File: config.mk
export PLATFORM = sky130hd
export DESIGN_NAME = trace_readout
export DESIGN_NICKNAME = d
export VERILOG_FILES = /design/src/rtl/trace_pkg.sv /design/src/rtl/trace_capture.sv /design/src/rtl/trace_access_gate.sv /design/src/rtl/trace_read_ptr.sv /design/src/rtl/trace_readout.sv
export SDC_FILE = /design/constraint.sdc
export NUM_CORES = 2
export LEC_CHECK = 0
export ABC_AREA = 1
export BUFFER_PORTS_ARGS = -buffer_cell sky130_fd_sc_hd__buf_2
export CAP_MARGIN = 20
export CORE_MARGIN = 1
export CORE_UTILIZATION = 27
export CTS_BUF_LIST = sky130_fd_sc_hd__clkbuf_4 sky130_fd_sc_hd__clkbuf_8
export CTS_CLUSTER_DIAMETER = 80
export DETAILED_ROUTE_END_ITERATION = 16
export PLACE_DENSITY_LB_ADDON = 0.3
export SLEW_MARGIN = 20
export SYNTH_ARGS = -nofsm -noshare
export SYNTH_HDL_FRONTEND = slang
export SYNTH_SLANG_ARGS = --single-unit
File: constraint.sdc
create_clock -name clk -period 7.77 [get_ports clk]
set_clock_uncertainty 0.05 [all_clocks]
set_input_delay 1.554 -clock clk [delete_from_list [all_inputs] [get_ports clk]]
set_output_delay 1.554 -clock clk [all_outputs]
set_load 0.03 [all_outputs]
File: src/rtl/trace_pkg.sv
package trace_pkg;
  localparam int WORD_W         = 16;
  localparam int WORDS_PER_LINE = 4;
  localparam int LINE_W         = WORD_W * WORDS_PER_LINE;
  localparam int WIDX_W         = $clog2(WORDS_PER_LINE);

  typedef enum logic {REG_DATA = 1'b0, REG_COUNT = 1'b1} reg_sel_e;

  // Most significant word has index 0.
  function automatic logic [WORD_W-1:0] word_of(input logic [LINE_W-1:0] line,
                                                input logic [WIDX_W-1:0] idx);
    return line[(WORDS_PER_LINE - 1 - int'(idx)) * WORD_W +: WORD_W];
  endfunction
endpackage

File: src/rtl/trace_capture.sv
module trace_capture
  import trace_pkg::*;
#(
  parameter int DEPTH = 64,
  localparam int PTR_W = (DEPTH > 1) ? $clog2(DEPTH) : 1,
  localparam int CNT_W = $clog2(DEPTH + 1)
) (
  input  logic              clk,
  input  logic              rst_n,
  input  logic              arm_i,
  input  logic              arm_rise_i,
  input  logic              cap_valid_i,
  input  logic [LINE_W-1:0] cap_line_i,
  input  logic [PTR_W-1:0]  rd_line_i,
  output logic [LINE_W-1:0] rd_line_data_o,
  output logic [PTR_W-1:0]  wr_ptr_o,
  output logic [CNT_W-1:0]  cnt_o,
  output logic              ovf_o
);
  logic [LINE_W-1:0] store [DEPTH];
  logic [PTR_W-1:0]  base_ptr;
  logic [CNT_W-1:0]  base_cnt;
  logic              base_ovf;
  logic              do_write;
  logic              full;

  assign base_ptr = arm_rise_i ? '0 : wr_ptr_o;
  assign base_cnt = arm_rise_i ? '0 : cnt_o;
  assign base_ovf = arm_rise_i ? 1'b0 : ovf_o;
  assign do_write = arm_i && cap_valid_i;
  assign full     = (base_cnt == CNT_W'(DEPTH));

  always_ff @(posedge clk or negedge rst_n) begin
    if (!rst_n) begin
      wr_ptr_o <= '0;
      cnt_o    <= '0;
      ovf_o    <= 1'b0;
    end else if (do_write) begin
      wr_ptr_o <= (base_ptr == PTR_W'(DEPTH - 1)) ? '0 : base_ptr + 1'b1;
      cnt_o    <= full ? base_cnt : base_cnt + 1'b1;
      ovf_o    <= base_ovf | full;
    end else begin
      wr_ptr_o <= base_ptr;
      cnt_o    <= base_cnt;
      ovf_o    <= base_ovf;
    end
  end

  always_ff @(posedge clk) begin
    if (do_write) store[base_ptr] <= cap_line_i;
  end

  assign rd_line_data_o = store[rd_line_i];
endmodule

File: src/rtl/trace_access_gate.sv
module trace_access_gate
  import trace_pkg::*;
#(
  parameter int SRC_N = 2
) (
  input  logic             clk,
  input  logic             rst_n,
  input  logic             arm_i,
  input  logic [SRC_N-1:0] src_en_i,
  input  logic             secure_i,
  input  logic             bus_req_i,
  input  logic             bus_we_i,
  input  logic             bus_reg_i,
  input  logic             bus_odd_i,
  input  logic             bus_byte_i,
  output logic             rd_req_o,
  output logic             cnt_rd_o,
  output logic             data_ok_o,
  output logic             rewind_o
);
  logic     unlocked;
  logic     aligned;
  logic     is_data;
  logic     readable;
  reg_sel_e sel;

  assign sel      = reg_sel_e'(bus_reg_i);
  assign is_data  = (sel == REG_DATA);
  assign aligned  = !bus_odd_i && !bus_byte_i;
  assign readable = unlocked && !arm_i && (|src_en_i) && !secure_i;

  assign rd_req_o  = bus_req_i && !bus_we_i;
  assign cnt_rd_o  = rd_req_o && (sel == REG_COUNT);
  assign data_ok_o = rd_req_o && is_data && aligned && readable;
  assign rewind_o  = bus_req_i && bus_we_i && is_data && aligned && !arm_i;

  always_ff @(posedge clk or negedge rst_n) begin
    if (!rst_n)        unlocked <= 1'b0;
    else if (arm_i)    unlocked <= 1'b0;
    else if (rewind_o) unlocked <= 1'b1;
  end
endmodule

File: src/rtl/trace_read_ptr.sv
module trace_read_ptr
  import trace_pkg::*;
#(
  parameter int DEPTH = 64,
  localparam int PTR_W = (DEPTH > 1) ? $clog2(DEPTH) : 1
) (
  input  logic              clk,
  input  logic              rst_n,
  input  logic              rewind_i,
  input  logic              arm_fall_i,
  input  logic              advance_i,
  input  logic              ovf_i,
  input  logic [PTR_W-1:0]  wr_ptr_i,
  output logic [PTR_W-1:0]  line_o,
  output logic [WIDX_W-1:0] word_o
);
  logic [PTR_W-1:0] oldest;

  // After a wrap the write position holds the oldest line.
  assign oldest = ovf_i ? wr_ptr_i : '0;

  always_ff @(posedge clk or negedge rst_n) begin
    if (!rst_n) begin
      line_o <= '0;
      word_o <= '0;
    end else if (rewind_i || arm_fall_i) begin
      line_o <= oldest;
      word_o <= '0;
    end else if (advance_i) begin
      if (word_o == WIDX_W'(WORDS_PER_LINE - 1)) begin
        word_o <= '0;
        line_o <= (line_o == PTR_W'(DEPTH - 1)) ? '0 : line_o + 1'b1;
      end else begin
        word_o <= word_o + 1'b1;
      end
    end
  end
endmodule

File: src/rtl/trace_readout.sv
module trace_readout
  import trace_pkg::*;
#(
  parameter int DEPTH = 64,
  parameter int SRC_N = 2,
  localparam int PTR_W = (DEPTH > 1) ? $clog2(DEPTH) : 1,
  localparam int CNT_W = $clog2(DEPTH + 1)
) (
  input  logic              clk,
  input  logic              rst_n,
  input  logic              arm_i,
  input  logic [SRC_N-1:0]  src_en_i,
  input  logic              secure_i,
  input  logic              cap_valid_i,
  input  logic [LINE_W-1:0] cap_line_i,
  input  logic              bus_req_i,
  input  logic              bus_we_i,
  input  logic              bus_reg_i,
  input  logic              bus_odd_i,
  input  logic              bus_byte_i,
  output logic              rd_valid_o,
  output logic [WORD_W-1:0] rd_data_o
);
  logic              arm_q;
  logic              arm_rise;
  logic              arm_fall;
  logic              rd_req;
  logic              cnt_rd;
  logic              data_ok;
  logic              rewind;
  logic [PTR_W-1:0]  wr_ptr;
  logic [CNT_W-1:0]  cnt;
  logic              ovf;
  logic [PTR_W-1:0]  rd_line;
  logic [WIDX_W-1:0] rd_word;
  logic [LINE_W-1:0] line_data;
  logic [WORD_W-1:0] cnt_word;

  always_ff @(posedge clk or negedge rst_n) begin
    if (!rst_n) arm_q <= 1'b0;
    else        arm_q <= arm_i;
  end

  assign arm_rise = arm_i && !arm_q;
  assign arm_fall = !arm_i && arm_q;

  trace_capture #(.DEPTH(DEPTH)) u_cap (
    .clk(clk), .rst_n(rst_n), .arm_i(arm_i), .arm_rise_i(arm_rise),
    .cap_valid_i(cap_valid_i), .cap_line_i(cap_line_i), .rd_line_i(rd_line),
    .rd_line_data_o(line_data), .wr_ptr_o(wr_ptr), .cnt_o(cnt), .ovf_o(ovf)
  );

  trace_access_gate #(.SRC_N(SRC_N)) u_gate (
    .clk(clk), .rst_n(rst_n), .arm_i(arm_i), .src_en_i(src_en_i),
    .secure_i(secure_i), .bus_req_i(bus_req_i), .bus_we_i(bus_we_i),
    .bus_reg_i(bus_reg_i), .bus_odd_i(bus_odd_i), .bus_byte_i(bus_byte_i),
    .rd_req_o(rd_req), .cnt_rd_o(cnt_rd), .data_ok_o(data_ok), .rewind_o(rewind)
  );

  trace_read_ptr #(.DEPTH(DEPTH)) u_ptr (
    .clk(clk), .rst_n(rst_n), .rewind_i(rewind), .arm_fall_i(arm_fall),
    .advance_i(data_ok), .ovf_i(ovf), .wr_ptr_i(wr_ptr),
    .line_o(rd_line), .word_o(rd_word)
  );

  assign cnt_word = {ovf, {(WORD_W - 1 - CNT_W){1'b0}}, cnt};

  always_ff @(posedge clk or negedge rst_n) begin
    if (!rst_n) begin
      rd_valid_o <= 1'b0;
      rd_data_o  <= '0;
    end else begin
      rd_valid_o <= rd_req;
      if (cnt_rd)       rd_data_o <= cnt_word;
      else if (data_ok) rd_data_o <= word_of(line_data, rd_word);
      else              rd_data_o <= '0;
    end
  end
endmodule

After elaboration in Yosys (flattened, before gate mapping)
Memory sizes are Yosys's and may differ from the RTL's.
Cells that the tools add are included.
- equality and inequality tests: 4
- bitwise logic cells: 2
- reduce and logical (&&, ||, !) cells: 28
- muxes and demuxes: 22
- shift operators: 1
- add/sub/neg operators: 5
- operators by type and width (kind ; number):
    64-bit by 7-bit variable part select with 16-bit output ; 1
    6-bit two-way mux ; 8
    16-bit two-way mux ; 2
    7-bit two-way mux ; 3
    1-bit logical AND ; 16
    6-bit by 1-bit adder with 6-bit output, second input constant ; 2
    6-bit == test, second input constant ; 2
    7-bit by 1-bit adder with 7-bit output, second input constant ; 1
    7-bit == test, second input constant ; 1
    1-bit zero test ; 6
    1-bit two-way mux ; 6
    2-bit two-way mux ; 3
    2-bit nonzero test ; 3
    2-bit by 2-bit subtractor with 3-bit output, first input constant ; 1
    2-bit by 1-bit adder with 2-bit output, second input constant ; 1
    2-bit == test, second input constant ; 1
    2-bit AND reduction ; 1
    2-bit OR reduction ; 1
    1-bit logical OR ; 1
    1-bit NOT ; 1
    1-bit OR ; 1
- input bits: 76
- bits in registers: 41
- memories: 1
- logic and storage cells: 72
- bits in writable memories: 4096
- output and inout port bits: 17
- memories (memory ; words ; width ; rd ports ; clocked after Yosys merged registers in ; wr ports ; line ; text):
    u_cap.store ; 64 ; 64 ; 1 ; 0 ; 1 ; trace_capture.sv:20 ; logic [LINE_W-1:0] store [DEPTH];

Depth between registers and ports, before layout
- word-level depth: 7
- gate-level depth with buffers: 17
- mapped depth without buffers: 13

Hierarchy
Synthesis repeated with hierarchy kept, for this count alone.
- cell total of the unflattened synthesis: 13720
- area total of the unflattened synthesis: 166815.0 µm²
- modules (own cells, without submodules) (module ; seq. area each (µm²) ; instances ; area an instance (µm²) ; cells each):
    trace_capture ; 123348.3 ; 1 ; 164850.6 ; 13431
    trace_readout ; 450.4 ; 1 ; 1331.3 ; 198
    trace_read_ptr ; 200.2 ; 1 ; 524.3 ; 70
    trace_access_gate ; 25.0 ; 1 ; 108.9 ; 21

Least setup slack after synthesis
OpenSTA, ideal clock, no wires.
- kind: input -> register
- start point: in arm_i
- end point: mem u_cap.store[31][0] in the netlist's numbering, enable pin
- stages: 7
- setup slack: -1.303 ns
- buffers on the path: 0
- data required time: 7.076 ns
- arrival time: 8.379 ns
- cells stage by stage: inv_1 > nor2_1 > nor3_1 > nand2_1 > nor2_1 > clkinv_1 > nor4_1
- word-level cells in the longest chain between the ends: 3
- RTL lines (element ; line ; text):
    start: declaration ; trace_readout.sv:11 ; input logic arm_i,
    1-bit logical AND ; trace_capture.sv:30 ; assign do_write = arm_i && cap_valid_i;
    1-bit two-way mux ; trace_capture.sv:50 ; if (do_write) store[base_ptr] <= cap_line_i;
    1-bit two-way mux (not written as such) ; trace_capture.sv:50 ;
    end: declaration ; trace_capture.sv:20 ;
Several ways; a longest one is shown, not always the timed one.

Final worst setup path
- start point: in arm_i
- end point: mem u_cap.store[22][25] in the netlist's numbering, enable pin
Same word-level chain as after synthesis.

==> impl_metrics.py <==
metrics = {
    "outcome": {
        "status": "complete, no violations",
    },
    "worst_setup_path": {
        "rr_endpoint": "rd_data_o[14]",
        "worstPathMaxFanout": 31,
        "crit_required_ns": 8.56,
        "critical_path_class": "in2reg",
        "endpoint_kind": "flop",
        "r2r_cells": 13,
        "reg2reg_from": "u_ptr.line_o[0]",
        "cp-start-kind": "input port",
        "cp.arrival_ns": 5.21,
        "rrSetupSlack_ns": 3.42,
    },
    "floorplan": {
        "num_rows": 287,
        "initial_core_util_pct": 27.17,
        "io_pins": 93,
        "dieArea_um2": 619200,
        "die_y_um": 786.9,
        "core_area_um2": 612300,
        "die_w_um": 786.9,
    },
    "route": {
        "wl_um": 522900,
        "num_vias": 107400,
        "post-route-drc-count": 0,
        "antenna_left": 0,
        "dr.pass1.iters": 8,
        "vias_per_cell": 4.829,
        "drt-initial-drc-count": 11630,
        "wl_per_cell_um": 23.52,
    },
    "placed_design": {
        "place_congestion": 0.8096,
        "place_area_um2": 175000,
        "port_buffers": 92,
        "dp_hpwl_um": 267100,
    },
    "clock_network": {
        "clock_latency_ns": 1.25,
        "clkTransAtPathRegs_ns": 0.06,
        "cts_resized": 0,
        "cts_tree": "built",
        "cts_sinks": 4137,
        "root_buffer": "clkbuf_8",
        "htree_levels": 6,
        "cts_max_path_buffers": 4,
        "numCtsBuffers": 682,
        "cts_hold_buffers": 0,
        "cts_setup_buffers": 0,
    },
    "job": {
        "cap_violations": 0,
    },
    "grt": {
        "grt_first_pass_wirelength_um": 747500,
        "grt_overflow": 0,
        "antenna_found_initial": 30,
        "grt_use_total_pct": 16.13,
        "grt_max_degree": 178,
        "first_global_vias": 102600,
    },
    "yosys": {
        "synth_xor_area_share_pct": 0.04212,
        "synthMuxAreaShare_pct": 0,
        "yosysSeqAreaShare_pct": 74.56,
        "ys_seq_elements": 4137,
        "synth-simple-area-share_pct": 19.94,
        "synthAdderAreaFrac_pct": 0.03761,
        "synthCells": 13450,
        "synth_cell_types": 33,
        "syn_nets": 13530,
        "syn_area_um2": 166300,
        "yosys_warnings": 0,
        "synth_area_per_cell_um2": 12.37,
        "synth_compound_area_share_pct": 1.991,
        "synth_top_family_by_area": "simple AND/OR/NAND/NOR gates",
    },
    "timing": {
        "rsz0062_at_grt": "false",
        "fin_crit_ns": 4.417,
        "slew_headroom_pct": 16.58,
        "maxSlewViolCount": 0,
        "period_share_pct": 56.85,
        "worst_pin_slew_ns": 1.251,
        "timing.fmax_mhz": 226.4,
        "hold_viol": 0,
        "setup_viol": 0,
        "tns_ns": 0,
    },
    "layout": {
        "finalNetCount": 13680,
        "postLayoutCellArea_um2": 188200,
        "area_growth_pct": 13.12,
        "drive_gt1_share_pct": 10.61,
    },
    "power_and_ir_drop": {
        "ir_drop_mv": 0.2163,
        "power_density_nw_per_um2": 293.7,
        "p_leak_nw": 63.71,
    },
    "min_path": {
        "min_path_type": "in2async",
    },
}
-- final cells by class --
| class | count | area (um^2) |
|---|---|---|
| Antenna cell | 8 | 20.02 |
| Clock buffer | 951 | 11500 |
| Clock inverter | 270 | 1619 |
| Fill cell | 61470 | 424100 |
| Inverter | 83 | 360.3 |
| Multi-Input combinational cell | 8317 | 37100 |
| Sequential cell | 4137 | 124000 |
| Tap cell | 8092 | 10120 |
| Timing Repair Buffer | 374 | 3395 |
-- through the flow --
stage / instances / util, % / power (mW) / hold slack, ns / setup slack, ns
3_3_place_gp: 21000 / 28.58 / 37.01 / 0.4292 / 2.155
2_1_floorplan: 13450 / - / 32.83 / 0.3991 / 1.395
3_5_place_dp: 21000 / 28.59 / 37.01 / 0.4319 / 2.123
4_1_cts: 22220 / 30.73 / 55.66 / 0.2730 / 3.474
5_1_grt: 22230 / 30.73 / 57.54 / 0.3451 / 3.233
6_report: 22230 / 30.73 / 55.26 / 0.3714 / 3.353
-- cells in the mapped netlist --
master,count,area [um^2]
or2_2,1,6.260
o32ai_1,1,8.760
nand2_1,3798,14260
clkinv_1,4,15.01
xnor2_1,4,35.03
buf_1,70,262.8
nor4_1,3,18.77
buf_6,105,1182
clkbuf_4,1,7.510
xor2_1,4,35.03
o211ai_1,1,7.510
o22ai_1,168,1051
buf_2,345,1727
a211oi_1,1,7.510
nor4_4,1,21.27
nor2_1,467,1753
inv_4,1,6.260
edfxtp_1,4096,123000
clkbuf_1,193,724.4
nand3b_1,1,7.510
inv_1,75,281.5
buf_4,190,1426
buf_8,3,45.04
nand3_1,3403,17030
inv_2,3,11.26
ha_1,5,62.56
buf_12,1,20.02
dfrtp_1,41,1026
o21ai_1,37,185.2
nand4_1,8,50.05
o21ai_0,360,1802
a21oi_1,50,250.2
nor3_1,4,20.02
-- cells by family after synthesis --
logic type                 after synthesis
buffers and inverters                  991
DFF                                   4137
adders and majority gates                5
and+or+nand+nor                       7686
xor gates and xnor gates                 8
AOI/OAI and AO/OA                      618
-- routing by layer --
metal	global-route usage (%)	vias to the layer above	wire [um]
met1	22.58	53870	229000
met4	4.601	8	14440
met5	0	-	57
met3	2.371	757	36110
li1	-	48660	-
met2	26.04	4062	243300
-- layout by cell type (no fill, tap or decap), types with 73 or more instances in the layout --
cell | netlist | final
buf_2 | 345 | 82
buf_4 | 190 | 228
clkbuf_4 | 1 | 254
clkbuf_8 | 0 | 697
clkinv_1 | 4 | 178
edfxtp_1 | 4096 | 4096
inv_1 | 75 | 73
nand2_1 | 3798 | 3798
nand3_1 | 3403 | 3403
nor2_1 | 467 | 404
o21ai_0 | 360 | 360
o22ai_1 | 168 | 168
-- worst max path at each step --
stage | slack, ns | startpoint | to | cells after the start
after floorplan | 1.40 | arm_i | u_cap.store[31][0] | 7
after global placement | 2.15 | arm_i | u_cap.store[22][23] | 9
after detailed placement | 2.12 | arm_i | u_cap.store[22][23] | 7
after CTS | 3.47 | u_ptr.line_o[2] | rd_data_o[11] | 11
after global routing | 3.23 | u_ptr.line_o[0] | rd_data_o[10] | 13
final | 3.35 | arm_i | u_cap.store[22][25] | 7
-- sequential cells by signal, indices dropped and copies added (netlist names) --
name             count
arm_q                1
u_gate.unlocked      1
u_ptr.line_o         6
u_cap.store       4096
u_cap.cnt_o          7
u_ptr.word_o         2
u_cap.wr_ptr_o       6
u_cap.ovf_o          1
rd_valid_o           1
rd_data_o           16
-- power by group --
part	switching, mW	leakage, nW	internal (mW)
clock	8.94	6.91	9.80
combinational	8.74	19.4	3.03
sequential	0.148	37.4	24.6
-- worst max-delay path: stages --
cell	delay [ns]
buf_2	0.12
nand2_1	0.28
clkinv_1	0.44
nand3_1	0.77
nor2_4	0.67
buf_4	0.69
buf_4	0.55
(Power assumes the default switching activity.)
